**src/rtl/daf_pkg.sv**
```systemverilog
package daf_pkg;
    localparam int MAC_BYTES = 6;
    localparam int MAC_W     = MAC_BYTES * 8;
    localparam int REG_W     = 32;
    localparam int LO_W      = MAC_W - REG_W;
    localparam int CMD_W     = 5;

    // Bit order matters: it is the software-visible command word layout.
    typedef struct packed {
        logic cmp_en;   // bit 4
        logic invert;   // bit 3
        logic pass_bc;  // bit 2
        logic pass_mc;  // bit 1
        logic pass_uc;  // bit 0
    } filt_cmd_t;
endpackage

```
**src/rtl/daf_regs.sv**
```systemverilog
module daf_regs
    import daf_pkg::*;
#(
    parameter int ENTRIES = 16,
    parameter int RA_W    = 8
) (
    input  logic                             clk,
    input  logic                             rst_n,
    input  logic                             wr_en,
    input  logic [RA_W-1:0]                  wr_addr,
    input  logic [REG_W-1:0]                 wr_data,
    input  logic [RA_W-1:0]                  rd_addr,
    output logic [REG_W-1:0]                 rd_data,
    output filt_cmd_t                        cmd,
    output logic [ENTRIES-1:0]               ent_en,
    output logic [ENTRIES-1:0][MAC_W-1:0]    ent_mac
);
    localparam int OFF_CMD  = 0;
    localparam int OFF_EN   = 4;
    localparam int OFF_TBL  = 8;
    localparam int STRIDE   = 8;

    typedef struct packed {
        filt_cmd_t                         cmd;
        logic [ENTRIES-1:0]                en;
        logic [ENTRIES-1:0][MAC_W-1:0]     mac;
    } regs_t;

    regs_t st_d, st_q;

    always_comb begin
        st_d = st_q;
        if (wr_en) begin
            if (wr_addr == RA_W'(OFF_CMD)) begin
                st_d.cmd = filt_cmd_t'(wr_data[CMD_W-1:0]);
            end
            if (wr_addr == RA_W'(OFF_EN)) begin
                st_d.en = wr_data[ENTRIES-1:0];
            end
            for (int i = 0; i < ENTRIES; i++) begin
                if (wr_addr == RA_W'(OFF_TBL + STRIDE * i)) begin
                    st_d.mac[i][MAC_W-1 -: REG_W] = wr_data;
                end
                if (wr_addr == RA_W'(OFF_TBL + STRIDE * i + 4)) begin
                    st_d.mac[i][LO_W-1:0] = wr_data[REG_W-1 -: LO_W];
                end
            end
        end
    end

    always_comb begin
        rd_data = '0;
        if (rd_addr == RA_W'(OFF_CMD)) begin
            rd_data = {{(REG_W-CMD_W){1'b0}}, st_q.cmd};
        end
        if (rd_addr == RA_W'(OFF_EN)) begin
            rd_data = REG_W'(st_q.en);
        end
        for (int i = 0; i < ENTRIES; i++) begin
            if (rd_addr == RA_W'(OFF_TBL + STRIDE * i)) begin
                rd_data = st_q.mac[i][MAC_W-1 -: REG_W];
            end
            if (rd_addr == RA_W'(OFF_TBL + STRIDE * i + 4)) begin
                rd_data = {st_q.mac[i][LO_W-1:0], {(REG_W-LO_W){1'b0}}};
            end
        end
    end

    always_ff @(posedge clk or negedge rst_n) begin
        if (!rst_n) begin
            st_q <= '0;
        end else begin
            st_q <= st_d;
        end
    end

    assign cmd     = st_q.cmd;
    assign ent_en  = st_q.en;
    assign ent_mac = st_q.mac;
endmodule

```
**src/rtl/daf_collect.sv**
```systemverilog
module daf_collect
    import daf_pkg::*;
(
    input  logic             clk,
    input  logic             rst_n,
    input  logic             in_valid,
    input  logic             in_first,
    input  logic [7:0]       in_byte,
    output logic [MAC_W-1:0] mac,
    output logic             done
);
    localparam int CNT_W = $clog2(MAC_BYTES + 1);

    typedef struct packed {
        logic             busy;
        logic [CNT_W-1:0] cnt;
        logic [MAC_W-1:0] mac;
        logic             done;
    } col_t;

    col_t c_d, c_q;

    always_comb begin
        c_d      = c_q;
        c_d.done = 1'b0;
        if (in_valid) begin
            if (in_first) begin
                c_d.busy = 1'b1;
                c_d.cnt  = CNT_W'(1);
                c_d.mac  = {c_q.mac[MAC_W-9:0], in_byte};
            end else if (c_q.busy) begin
                c_d.mac = {c_q.mac[MAC_W-9:0], in_byte};
                c_d.cnt = c_q.cnt + CNT_W'(1);
                if (c_q.cnt == CNT_W'(MAC_BYTES - 1)) begin
                    c_d.busy = 1'b0;
                    c_d.done = 1'b1;
                end
            end
        end
    end

    always_ff @(posedge clk or negedge rst_n) begin
        if (!rst_n) begin
            c_q <= '0;
        end else begin
            c_q <= c_d;
        end
    end

    assign mac  = c_q.mac;
    assign done = c_q.done;
endmodule

```
**src/rtl/daf_match.sv**
```systemverilog
module daf_match
    import daf_pkg::*;
#(
    parameter int ENTRIES = 16,
    parameter int IDX_W   = $clog2(ENTRIES)
) (
    input  logic [MAC_W-1:0]               mac,
    input  logic [ENTRIES-1:0]             ent_en,
    input  logic [ENTRIES-1:0][MAC_W-1:0]  ent_mac,
    output logic                           hit,
    output logic [IDX_W-1:0]               idx,
    output logic                           is_mc,
    output logic                           is_bc
);
    logic [ENTRIES-1:0] eq;

    for (genvar g = 0; g < ENTRIES; g++) begin : g_cmp
        assign eq[g] = ent_en[g] && (ent_mac[g] == mac);
    end

    always_comb begin
        idx = '0;
        for (int i = ENTRIES - 1; i >= 0; i--) begin
            if (eq[i]) begin
                idx = IDX_W'(i);
            end
        end
    end

    assign hit   = |eq;
    assign is_bc = &mac;
    assign is_mc = mac[MAC_W-8];   // group bit: bit 0 of byte 0
endmodule

```
**src/rtl/dst_addr_filter.sv**
```systemverilog
module dst_addr_filter
    import daf_pkg::*;
#(
    parameter int  ENTRIES = 16,
    parameter int  RA_W    = 8,
    localparam int IDX_W   = $clog2(ENTRIES)
) (
    input  logic              clk,
    input  logic              rst_n,
    input  logic              reg_wr_en,
    input  logic [RA_W-1:0]   reg_wr_addr,
    input  logic [REG_W-1:0]  reg_wr_data,
    input  logic [RA_W-1:0]   reg_rd_addr,
    output logic [REG_W-1:0]  reg_rd_data,
    input  logic              da_valid,
    input  logic              da_first,
    input  logic [7:0]        da_byte,
    output logic              dec_valid,
    output logic              dec_accept,
    output logic              dec_hit,
    output logic [IDX_W-1:0]  dec_index
);
    typedef struct packed {
        logic             valid;
        logic             hit;
        logic [IDX_W-1:0] idx;
        logic             mc;
        logic             bc;
    } cmp_stage_t;

    typedef struct packed {
        logic             valid;
        logic             accept;
        logic             hit;
        logic [IDX_W-1:0] idx;
    } dec_stage_t;

    typedef struct packed {
        cmp_stage_t s1;
        dec_stage_t s2;
    } pipe_t;

    filt_cmd_t                       cmd;
    logic [ENTRIES-1:0]              ent_en;
    logic [ENTRIES-1:0][MAC_W-1:0]   ent_mac;
    logic [MAC_W-1:0]                addr;
    logic                            addr_done;
    logic                            m_hit;
    logic [IDX_W-1:0]                m_idx;
    logic                            m_mc;
    logic                            m_bc;

    pipe_t p_d, p_q;

    daf_regs #(.ENTRIES(ENTRIES), .RA_W(RA_W)) u_regs (
        .clk     (clk),
        .rst_n   (rst_n),
        .wr_en   (reg_wr_en),
        .wr_addr (reg_wr_addr),
        .wr_data (reg_wr_data),
        .rd_addr (reg_rd_addr),
        .rd_data (reg_rd_data),
        .cmd     (cmd),
        .ent_en  (ent_en),
        .ent_mac (ent_mac)
    );

    daf_collect u_collect (
        .clk      (clk),
        .rst_n    (rst_n),
        .in_valid (da_valid),
        .in_first (da_first),
        .in_byte  (da_byte),
        .mac      (addr),
        .done     (addr_done)
    );

    daf_match #(.ENTRIES(ENTRIES), .IDX_W(IDX_W)) u_match (
        .mac     (addr),
        .ent_en  (ent_en),
        .ent_mac (ent_mac),
        .hit     (m_hit),
        .idx     (m_idx),
        .is_mc   (m_mc),
        .is_bc   (m_bc)
    );

    always_comb begin
        logic tbl_ok;
        logic uc;
        logic mc_only;
        p_d = p_q;

        // stage 1: capture the parallel compare for a completed address
        p_d.s1.valid = addr_done;
        if (addr_done) begin
            p_d.s1.hit = m_hit;
            p_d.s1.idx = m_idx;
            p_d.s1.mc  = m_mc;
            p_d.s1.bc  = m_bc;
        end

        // stage 2: apply the command word
        tbl_ok  = cmd.cmp_en & (p_q.s1.hit ^ cmd.invert);
        uc      = ~p_q.s1.mc;
        mc_only = p_q.s1.mc & ~p_q.s1.bc;
        p_d.s2.valid = p_q.s1.valid;
        if (p_q.s1.valid) begin
            p_d.s2.accept = tbl_ok
                          | (uc & cmd.pass_uc)
                          | (mc_only & cmd.pass_mc)
                          | (p_q.s1.bc & cmd.pass_bc);
            p_d.s2.hit    = p_q.s1.hit;
            p_d.s2.idx    = p_q.s1.idx;
        end
    end

    always_ff @(posedge clk or negedge rst_n) begin
        if (!rst_n) begin
            p_q <= '0;
        end else begin
            p_q <= p_d;
        end
    end

    assign dec_valid  = p_q.s2.valid;
    assign dec_accept = p_q.s2.accept;
    assign dec_hit    = p_q.s2.hit;
    assign dec_index  = p_q.s2.idx;
endmodule

```
**config.mk**
```make
export PLATFORM = sky130hd
export DESIGN_NAME = dst_addr_filter
export DESIGN_NICKNAME = d
export VERILOG_FILES = /design/src/rtl/daf_pkg.sv /design/src/rtl/daf_regs.sv /design/src/rtl/daf_collect.sv /design/src/rtl/daf_match.sv /design/src/rtl/dst_addr_filter.sv
export SDC_FILE = /design/constraint.sdc
export NUM_CORES = 2
export LEC_CHECK = 0
export CORE_MARGIN = 1
export CORE_UTILIZATION = 45
export DETAILED_ROUTE_END_ITERATION = 12
export RECOVER_POWER = 50
export SLEW_MARGIN = 15
export SYNTH_ARGS = -nofsm -noshare
export SYNTH_HDL_FRONTEND = slang
export SYNTH_SLANG_ARGS = --single-unit
```
**constraint.sdc**
```tcl
create_clock -name clk -period 7.58 [get_ports clk]
set_input_delay 1.516 -clock clk [delete_from_list [all_inputs] [get_ports clk]]
set_output_delay 1.516 -clock clk [all_outputs]
set_load 0.005 [all_outputs]
```
==> summary.md <==
| Metric | Value |
|---|---|
| Crit-path max FO | `13` |
| GRT Total Usage | `0.531` |
| ANT nets after route | `0` |
| Via count | `approximately 45000` |
| # Max-Cap Violations | `4` |
| Fin util | `0.516` |
| Slowest cell on crit path | `or4b_4` |
| Worst setup EP type | `output pin` |
| Post-synth EDFFs | `0` |
| Remaining global-route overflow | `0` |
| Slew Limit Fails | `~190` |
| Fin. Hold Viols | `0` |
| WP data required | `a little over 6000 ps` |
| Vias per cell | `7.34` |
| Setup-failing EPs final | `1` |
| Die Width | `334 um` |
| CTS buffer count | `98` |
| Skew-Pair Late Insertion Delay | `about 730 ps` |
| Max H-tree Level | `3` |
| First-pass GRT wire length | `396000 um` |
| Vias in the first global route | `42600` |
| Routed WL per cell | `49.0 um` |
| Share of layout cells above drive strength 1 | `0.279` |
| CTS Buffer Depth | `3` |
| Failing checks | `capacitance limit, slew limit, setup timing` |
| Iteration-0 DRC Markers | `approximately 7500` |
| Post-route DRC | `0` |
| Final instance area | `56100 um2` |
| Die area | `111000 um2` |
| Routability Congestion | `1.08` |
| Ys flop type | `dfrtp_1` |
| CTS tree | `built` |
| DR pass1 iterations | `8` |
| Multi-input gate area | `26400 um2` |
| Ys async rst share | `1.00` |
| PD cells | `around 310 nW/um2` |
| Layout area overhead | `13.5%` |
| Num ports | `100` |
| Crit path top cell by count | `clkdlybuf4s50_1` |
| Fmax | `~0.13 GHz` |
| Placed cells | `5910` |
| Starting Density | `0.454` |
| Worst-path clk slew | `60 ps` |
| CP Data Arrival Time | `6070 ps` |
| Total Wirelength | `299000 um` |
| P_leak | `25.0 nW` |
| Mapped Area | `between 40000 and 50000 um2` |
| Site row count | `approximately 120` |
| Seq/Total Area, Yosys | `0.434` |
| Root Buffer Master | `clkbuf_16` |
| Hold_buf cts | `0` |
| Max incr delay on CP | `800 ps` |
| Commonest non-fill, non-tap cell in the layout | `dfrtp_1` |
| Hold Path Class | `flop to flop` |
| Syn avg cell area | `~11 um2` |
| Final worst-path cycle share | `1.00` |
| Fillers | `~9800` |
| Clock Sinks | `between 800 and 900` |
| Status | `finished with violations` |
| Ys Warns | `0` |
| Final net count | `4660` |
| Worst path cell trace | `clkdlybuf4s50_1 -> or4b_4 -> nor2_2 -> buf_4 -> a22o_1 -> a211o_1 -> a21oi_1 -> or4_1 -> a31oi_1 -> a211oi_1 -> o21ai_1 -> clkdlybuf4s50_1` |
| Hpwl dp | `220000 um` |
| Power Total | `17.4 mW` |
| Core area | `around 110000 um2` |
| Worst Path Buf+Inv | `3` |
| # port buffers | `99` |
| RSZ-0062 raised after global routing | `no` |
| Hold_ws | `504 ps` |
| Netlist cell types | `between 90 and 100` |
| Worst slew pin tran | `5040 ps` |
| Worst Clk Skew | `30.6 ps` |
| Worst slew margin | `-2.36` |
| Non-filler cells in the finished layout | `6107` |
| Period minus WS final | `7580 ps` |
| Mapped Cells | `approximately 4500` |
| Final critical-path setup slack | `-2.34 ps` |
| VDD IR-drop max | `0.278 mV` |
| Commonest non-fill, non-tap cells in the layout | `dfrtp_1 (857), mux2_2 (821), xnor2_1 (380)` |
| Crit Path Class | `input port to output pin` |
| Critical path startpoint category | `input port` |
| Syn_nets | `about 4600` |
| Register area | `21400 um2` |
| Initial antenna violation count | `20` |
| Die Y | `roughly 330 um` |
| Largest net degree at the start of global routing | `165` |
| Placed cell area | `52600 um2` |
| Delay-heaviest family, CP | `simple AND/OR/NAND/NOR gates` |
| Synth Register Bits | `~860` |
-- registers in the layout, indices dropped and copies added (netlist names) --
signal	count
u_regs.ent_mac	768
u_collect.done	1
dec_accept	1
dec_hit	1
p_q	7
u_regs.cmd	5
dec_index	4
u_regs.ent_en	16
p_d	1
u_collect.mac	48
dec_valid	1
u_collect.c_q	4
-- routing by layer --
| layer | wire [um] | track usage | part of all wire | vias up |
|---|---|---|---|---|
| met5 | 69 | 0 | 0.00023 | - |
| met4 | 34400 | 0.493 | 0.12 | 12 |
| met3 | 35900 | 0.176 | 0.12 | 1294 |
| met2 | 122000 | 0.754 | 0.41 | 3777 |
| met1 | 106000 | 0.632 | 0.36 | 22900 |
| li1 | - | - | - | 16800 |
-- synth_stat cells, drive strengths merged (8+ instances only) --
cell type    n  area (um2)
a22oi       73         553
nand2b      92         576
nand3       82         410
a2111oi      8        70.1
dfrtp      857       21400
a21oi       87         435
o21ai      113         566
or3          8        50.1
nor3        55         275
buf        198        1020
xor2       312        2730
nand2      177         669
nor2b       24         150
o221ai      32         280
a221o       15         150
a22o        35         307
o211ai      20         155
clkbuf     143         537
o2111ai     28         245
nor2       158         633
xnor2      382        3350
nand4b      14         123
nor3b       12        90.1
nor4b       21         241
a221oi      56         490
nor4       130         835
a222oi      50         500
or4b         8        91.3
or4         20         154
o22ai       65         407
mux2       821        9250
nand4      195        1220
a211oi      16         120
and3        19         119
inv         59         221
or2          8        50.1
a31oi       14        87.6
-- layout make-up --
cell class              instances  area share
diodes                         14    0.000624
clock buffers                 135      0.0499
clock inverters                47      0.0115
inverters                      60     0.00401
multi-input cells            3244       0.471
flip-flops and latches        857       0.382
well taps                    1414      0.0315
repair buffers                336      0.0497
-- worst paths after layout --
kind | startpoint | depth (start not counted) | endpoint | slack, ps
min | p_q[11]$_DFFE_PN0P_ | 1 | p_q[11]$_DFFE_PN0P_ | 500
max in group asynchronous | rst_n | 2 | u_regs.ent_mac[232]$_DFFE_PN0P_ | 900
max reg2reg | u_collect.c_q[52]$_DFFE_PN0P_ | 3 | u_collect.mac[10]$_DFFE_PN0P_ | 2350
max | reg_rd_addr[6] | 12 | reg_rd_data[26] | -2
min in group asynchronous | rst_n | 1 | u_regs.ent_mac[522]$_DFFE_PN0P_ | 2610
min reg2reg | p_q[11]$_DFFE_PN0P_ | 1 | p_q[11]$_DFFE_PN0P_ | 500
-- repair_timing --
item / 4_1_cts / 5_1_grt
buffers inserted: 0 / 0
setup endpoints to repair: 0 / 4
gates resized for setup: 0 / 6
-- worst register-to-register path, delay by kind of cell, from the launching register on --
kind | cells | cell delay [ps]
AO/OA/AOI/OAI | 1 | 3170
multiplexers | 1 | 490
flip-flops | 1 | 440
buffers and inverters | 1 | 1010
-- where the power goes --
| group | switching (mW) | total, mW | internal, mW |
|---|---|---|---|
| Sequential | 0.677 | 5.57 | 4.90 |
| Clock | 2.19 | 5.21 | 3.02 |
| Combinational | 4.86 | 6.65 | 1.80 |
-- stage by stage --
stage / setup TNS [ps] / setup slack, ps
after global placement: 0 / 104
after floorplan: 0 / 2560
after detailed placement: 0 / 75.8
final: -2.34 / -2.34
after CTS: 0 / 63.5
after global routing: 0 / 19.1
-- logic make-up after synthesis --
logic type      Yosys count  synth area share
fa+ha+maj                 2          0.000506
xor+xnor                694             0.123
buf+inv                 401            0.0361
flops                   857             0.434
simple gates           1056             0.121
mux                     823             0.187
compound gates          669            0.0983
No activity file was read; power rests on OpenSTA's default activity.
